## config.mk

```make
export PLATFORM = sky130hd
export DESIGN_NAME = ssr_ctrl
export DESIGN_NICKNAME = d
export VERILOG_FILES = /design/src/rtl/ssr_pkg.sv /design/src/rtl/ssr_decode.sv /design/src/rtl/ssr_regfile.sv /design/src/rtl/ssr_seq.sv /design/src/rtl/ssr_ctrl.sv
export SDC_FILE = /design/constraint.sdc
export NUM_CORES = 1
export LEC_CHECK = 0
export ABC_AREA = 1
export BUFFER_PORTS_ARGS = -buffer_cell sky130_fd_sc_hd__buf_2
export CORE_ASPECT_RATIO = 0.5
export CORE_MARGIN = 4
export CORE_UTILIZATION = 35
export DETAILED_ROUTE_END_ITERATION = 7
export PLACE_DENSITY = 0.55
export SYNTH_ARGS = -nofsm -noshare
export SYNTH_HDL_FRONTEND = slang
export SYNTH_SLANG_ARGS = --single-unit
```

## constraint.sdc

```tcl
create_clock -name clk -period 1.8 [get_ports clk]
set_clock_uncertainty 0.05 [all_clocks]
set_input_delay 0 -clock clk [delete_from_list [all_inputs] [get_ports clk]]
set_output_delay 0 -clock clk [all_outputs]
set_load 0.03 [all_outputs]
```

## src/rtl/ssr_pkg.sv

```systemverilog
package ssr_pkg;
  localparam int DATA_W    = 32;
  localparam int ADDR_W    = 4;
  localparam int SRST_BIT  = 31;
  localparam int GATE_BIT  = 30;
  localparam int CFG_W     = 30;
  localparam int STAT_RUN  = 0;
  localparam int STAT_BUSY = 1;
  localparam int STAT_DONE = 2;

  typedef logic [DATA_W-1:0] word_t;

  typedef enum logic [1:0] {
    SEL_BASE = 2'd0,
    SEL_SET  = 2'd1,
    SEL_CLR  = 2'd2,
    SEL_STAT = 2'd3
  } reg_sel_e;

  typedef enum logic [1:0] {
    SQ_IDLE  = 2'd0,
    SQ_COUNT = 2'd1,
    SQ_DONE  = 2'd2
  } seq_state_e;

  // Merge one write access into the current control word.
  function automatic word_t merge_write(reg_sel_e sel, word_t cur, word_t wd);
    word_t res;
    case (sel)
      SEL_BASE: res = wd;
      SEL_SET:  res = cur | wd;
      SEL_CLR:  res = cur & ~wd;
      default:  res = cur;
    endcase
    return res;
  endfunction

  function automatic word_t pack_status(logic run, logic busy, logic done);
    word_t s;
    s = '0;
    s[STAT_RUN]  = run;
    s[STAT_BUSY] = busy;
    s[STAT_DONE] = done;
    return s;
  endfunction
endpackage

```

## src/rtl/ssr_decode.sv

```systemverilog
module ssr_decode
  import ssr_pkg::*;
(
  input  logic [ADDR_W-1:0] addr,
  output reg_sel_e          sel,
  output logic              hit
);
  localparam int LSB = 2;

  always_comb begin
    hit = (addr[LSB-1:0] == '0);
    sel = reg_sel_e'(addr[LSB+1:LSB]);
  end
endmodule

```

## src/rtl/ssr_regfile.sv

```systemverilog
module ssr_regfile
  import ssr_pkg::*;
(
  input  logic     clk,
  input  logic     rst_n,
  input  logic     wr_en,
  input  logic     hit,
  input  reg_sel_e sel,
  input  word_t    wdata,
  input  logic     hw_gate_set,
  output word_t    ctrl_q
);
  word_t written;
  word_t ctrl_d;
  logic  wr_ok;

  assign wr_ok = wr_en && hit && (sel != SEL_STAT);

  always_comb begin
    written = wr_ok ? merge_write(sel, ctrl_q, wdata) : ctrl_q;
    ctrl_d  = '0;
    ctrl_d[SRST_BIT] = written[SRST_BIT];
    ctrl_d[GATE_BIT] = written[GATE_BIT] | hw_gate_set;
    // Configuration is held at its reset value while soft-reset is (or becomes) set.
    if (!(ctrl_q[SRST_BIT] || written[SRST_BIT]))
      ctrl_d[CFG_W-1:0] = written[CFG_W-1:0];
  end

  always_ff @(posedge clk or negedge rst_n) begin
    if (!rst_n) ctrl_q <= '0;
    else        ctrl_q <= ctrl_d;
  end
endmodule

```

## src/rtl/ssr_seq.sv

```systemverilog
module ssr_seq
  import ssr_pkg::*;
#(
  parameter int RST_CYCLES = 4
) (
  input  logic clk,
  input  logic rst_n,
  input  logic srst,
  output logic hw_gate_set,
  output logic busy,
  output logic done
);
  localparam int CNT_W = (RST_CYCLES < 2) ? 1 : $clog2(RST_CYCLES + 1);
  localparam logic [CNT_W-1:0] LAST = CNT_W'(RST_CYCLES - 1);

  seq_state_e       state_q;
  logic [CNT_W-1:0] cnt_q;

  assign hw_gate_set = srst && (state_q != SQ_DONE) && (cnt_q == LAST);
  assign busy        = srst && (state_q != SQ_DONE);
  assign done        = srst && (state_q == SQ_DONE);

  always_ff @(posedge clk or negedge rst_n) begin
    if (!rst_n) begin
      state_q <= SQ_IDLE;
      cnt_q   <= '0;
    end else if (!srst) begin
      state_q <= SQ_IDLE;
      cnt_q   <= '0;
    end else if (hw_gate_set) begin
      state_q <= SQ_DONE;
      cnt_q   <= '0;
    end else if (state_q != SQ_DONE) begin
      state_q <= SQ_COUNT;
      cnt_q   <= cnt_q + 1'b1;
    end
  end
endmodule

```

## src/rtl/ssr_ctrl.sv

```systemverilog
module ssr_ctrl
  import ssr_pkg::*;
#(
  parameter int RST_CYCLES = 4
) (
  input  logic              clk,
  input  logic              rst_n,
  input  logic              wr_en,
  input  logic [ADDR_W-1:0] addr,
  input  logic [DATA_W-1:0] wdata,
  output logic [DATA_W-1:0] rdata,
  output logic              clk_en,
  output logic              periph_rst
);
  reg_sel_e sel;
  logic     hit;
  word_t    ctrl_q;
  logic     hw_gate_set;
  logic     seq_busy;
  logic     seq_done;
  word_t    status_w;

  ssr_decode u_dec (
    .addr (addr),
    .sel  (sel),
    .hit  (hit)
  );

  ssr_regfile u_rf (
    .clk         (clk),
    .rst_n       (rst_n),
    .wr_en       (wr_en),
    .hit         (hit),
    .sel         (sel),
    .wdata       (wdata),
    .hw_gate_set (hw_gate_set),
    .ctrl_q      (ctrl_q)
  );

  ssr_seq #(.RST_CYCLES(RST_CYCLES)) u_seq (
    .clk         (clk),
    .rst_n       (rst_n),
    .srst        (ctrl_q[SRST_BIT]),
    .hw_gate_set (hw_gate_set),
    .busy        (seq_busy),
    .done        (seq_done)
  );

  assign clk_en     = ~ctrl_q[GATE_BIT];
  assign periph_rst = ctrl_q[SRST_BIT];
  assign status_w   = pack_status(clk_en, seq_busy, seq_done);

  always_comb begin
    if (!hit)                rdata = '0;
    else if (sel == SEL_STAT) rdata = status_w;
    else                     rdata = ctrl_q;
  end
endmodule

```

==> summary.txt <==
STA
  • Slew headroom: 0.378
  • Crit path time final: 1.41 ns
  • Actual slew at the worst max-slew pin: 0.931 ns
  • Tcrit/Tclk final: 0.782
  • Setup Viol. Count Final: 0
  • Final hold vios: 0
  • RSZ-0062 raised after global routing: no
  • Final Slew Violations: 0
  • F_max: 0.711 GHz
  • Post-Route Setup TNS: 0 ns

GRT
  • Total gr overflow: 0
  • Met1 Usage GRT: 0.199
  • Top Usage Layer GRT: met2
  • GRT met3 Usage: 0.0425
  • Vias in the first global route: 2226
  • Largest net degree at the start of global routing: 32
  • Antenna violations before repair: 0
  • Overall routing resource usage: 0.161
  • Global-route wire length before repair: between 10 and 15 mm
  • Global Route met2 Usage: 0.282

Cells and area
  • Layout cells sized above 1: 0.244
  • Commonest non-fill, non-tap cell in the layout: buf_2
  • Most frequent cells in the layout: buf_2 (72), nand2_1 (44), inv_1 (39)
  • Final std cells w/o fill: 458
  • Synth-to-Final Area Change: 44.0%
  • NumNets Final: 424
  • ANT cells: 0

Run status
  • Status: finished, final reports clean

Worst setup path
  • Setup crit end kind: primary output
  • Critical Path Fanout Max: 8
  • Buf/Inv on CP: 1
  • Crit-path cells: nand3_1 -> a21oi_1 -> buf_2
  • Critical Path RT: roughly 1.8 ns
  • Slowest CP cell: dfrtp_1
  • Crit start category: flip-flop
  • Endpoint arrival time on the critical path: 1.36 ns
  • Crit path kind: reg -> out
  • Top delay family on crit path: flip-flops
  • CP max stage delay: 0.48 ns

Clock network
  • Clock Tree Root: clkbuf_16
  • Clock-pin slew on the worst setup and hold paths: 0.06 ns
  • Post-CTS Setup Bufs: 0
  • Clock latency on the worst-skew pair: 0.28 ns
  • Clk buf depth: 2
  • CTS tree: done
  • Cts bufs inserted: 5
  • CTS Sinks: 37
  • H-tree depth: 2

Yosys
  • YS warnings: 0
  • Post-synthesis cell count: 280
  • Avg Cell Area, Syn: 7.54 sq um
  • Cell Area, Synth: 2110 sq um
  • Library cells used by synthesis: 16
  • Seq/Total Area, Yosys: 0.439
  • #FFs+latches synth: 37
  • Post-synth net total: 320

Power and ir drop
  • Power density cells: 861 nW/um^2
  • Pwr Total: 2620 uW
  • Peak VDD IR: around 0.4 mV
  • Leak: 0.00144 uW

Routing
  • Drt via density: 4.77
  • DRC violations left: 0
  • Avg WL per Cell: roughly 13 um
  • Drt first-iter violations: 76
  • Routed Antenna Nets: 0
  • Routed wire length: 5.82 mm
  • Drt pass-1 iters: 4
  • Via count: 2184

Floorplanning
  • Die Span X: 118 um
  • I/O pin total: 73
  • Core ar.: 5660 sq um
  • Die height: 62.9 um
  • Die area: 7410 sq um
  • Row count: 19
  • Initial Util: 0.373

Placement
  • # port buffers: 72
  • RD Place Congestion: 0.839
  • Dpl cells: 417
  • DPL Wire Length: 4.00 mm

Run
  • Max-Cap Viols: 0

Worst hold path
  • Hold Crit Class: in -> reg
[state kept, by name (all words and copies together), names as in the netlist]
| name | cells |
|---|---|
| u_rf.ctrl_q | 32 |
| u_seq.cnt_q | 3 |
| u_seq.state_q | 2 |
[synth_stat cells]
cell / n / area, sq um
nand2_1: 44 / 165
inv_1: 39 / 146
dfrtp_1: 37 / 926
a21oi_1: 34 / 170
nor2_1: 34 / 128
o21bai_1: 30 / 225
nor3_1: 29 / 145
buf_2: 10 / 50.1
buf_4: 7 / 52.6
o21ai_0: 6 / 30.0
nand3_1: 4 / 20.0
nor2_4: 2 / 22.5
clkbuf_1: 1 / 3.75
ha_1: 1 / 12.5
nand2_2: 1 / 6.26
o21a_1: 1 / 7.51
[stage by stage]
stage | instance area, sq um | hold WS (ns) | setup WS [ns] | utilization
detailed placement | 2530 | -0.121 | 0.482 | 0.448
global route | 3040 | 0.0763 | 0.286 | 0.537
floorplan | 2110 | -0.346 | 0.355 | -
global placement | 2530 | -0.117 | 0.502 | 0.448
CTS | 3040 | 0.0379 | 0.369 | 0.537
finish | 3040 | 0.0398 | 0.393 | 0.537
[where the power goes]
part / internal, uW / total [uW] / switching [uW]
clock network: 691 / 1020 / 333
logic: 244 / 613 / 369
registers: 934 / 981 / 47.2
total: 1870 / 2620 / 749
[layout make-up]
| class | count | area [sq um] |
|---|---|---|
| inverters | 39 | 146 |
| well taps | 73 | 91.3 |
| clock inverters | 2 | 37.5 |
| clock buffers | 6 | 139 |
| repair buffers | 115 | 766 |
| flip-flops and latches | 37 | 926 |
| fillers | 532 | 2620 |
| multi-input cells | 186 | 935 |
[per-layer routing]
metal / vias up / share of wire
met3: 8 / 0.047
li1: 1101 / -
met1: 1021 / 0.46
met5: - / 0
met2: 54 / 0.49
met4: 0 / 0.0077
[timing repair]
| item | 4_1_cts | 5_1_grt |
|---|---|---|
| hold buffers | 33 | 0 |
| resized for setup | 0 | 0 |
| endpoints found under the hold margin | 69 | 0 |
[cell families (layout without fill, tap and decap cells)]
group                      after synthesis  after routing  share of synthesized area
adders and majority gates                1              1                    0.00593
AOI/OAI and AO/OA                       71             71                      0.205
buffers and inverters                   57            162                      0.120
and+or+nand+nor                        114            114                      0.231
DFF                                     37             37                      0.439
[tightest hold or removal path, stage by stage]
cell and delay, ns:
buf_2 0.15, nor2_4 0.05, nand2_1 0.06, nand2_1 0.06
[path summary, 6_finish.rpt]
| path | from | end | slack (ns) | depth (start not counted) |
|---|---|---|---|---|
| min reg2reg | u_rf.ctrl_q[30]$_DFF_PN0_ | u_rf.ctrl_q[30]$_DFF_PN0_ | 0.43 | 2 |
| max in group asynchronous | rst_n | u_rf.ctrl_q[19]$_DFFE_PN0P_ | 1.10 | 3 |
| min in group asynchronous | rst_n | u_rf.ctrl_q[0]$_DFFE_PN0P_ | 0.10 | 2 |
| max reg2reg | u_rf.ctrl_q[31]$_DFF_PN0_ | u_rf.ctrl_q[21]$_DFFE_PN0P_ | 0.61 | 4 |
| max | u_rf.ctrl_q[31]$_DFF_PN0_ | rdata[2] | 0.39 | 3 |
| min | addr[3] | u_rf.ctrl_q[31]$_DFF_PN0_ | 0.04 | 4 |
Power figures use the tool's default switching activity.
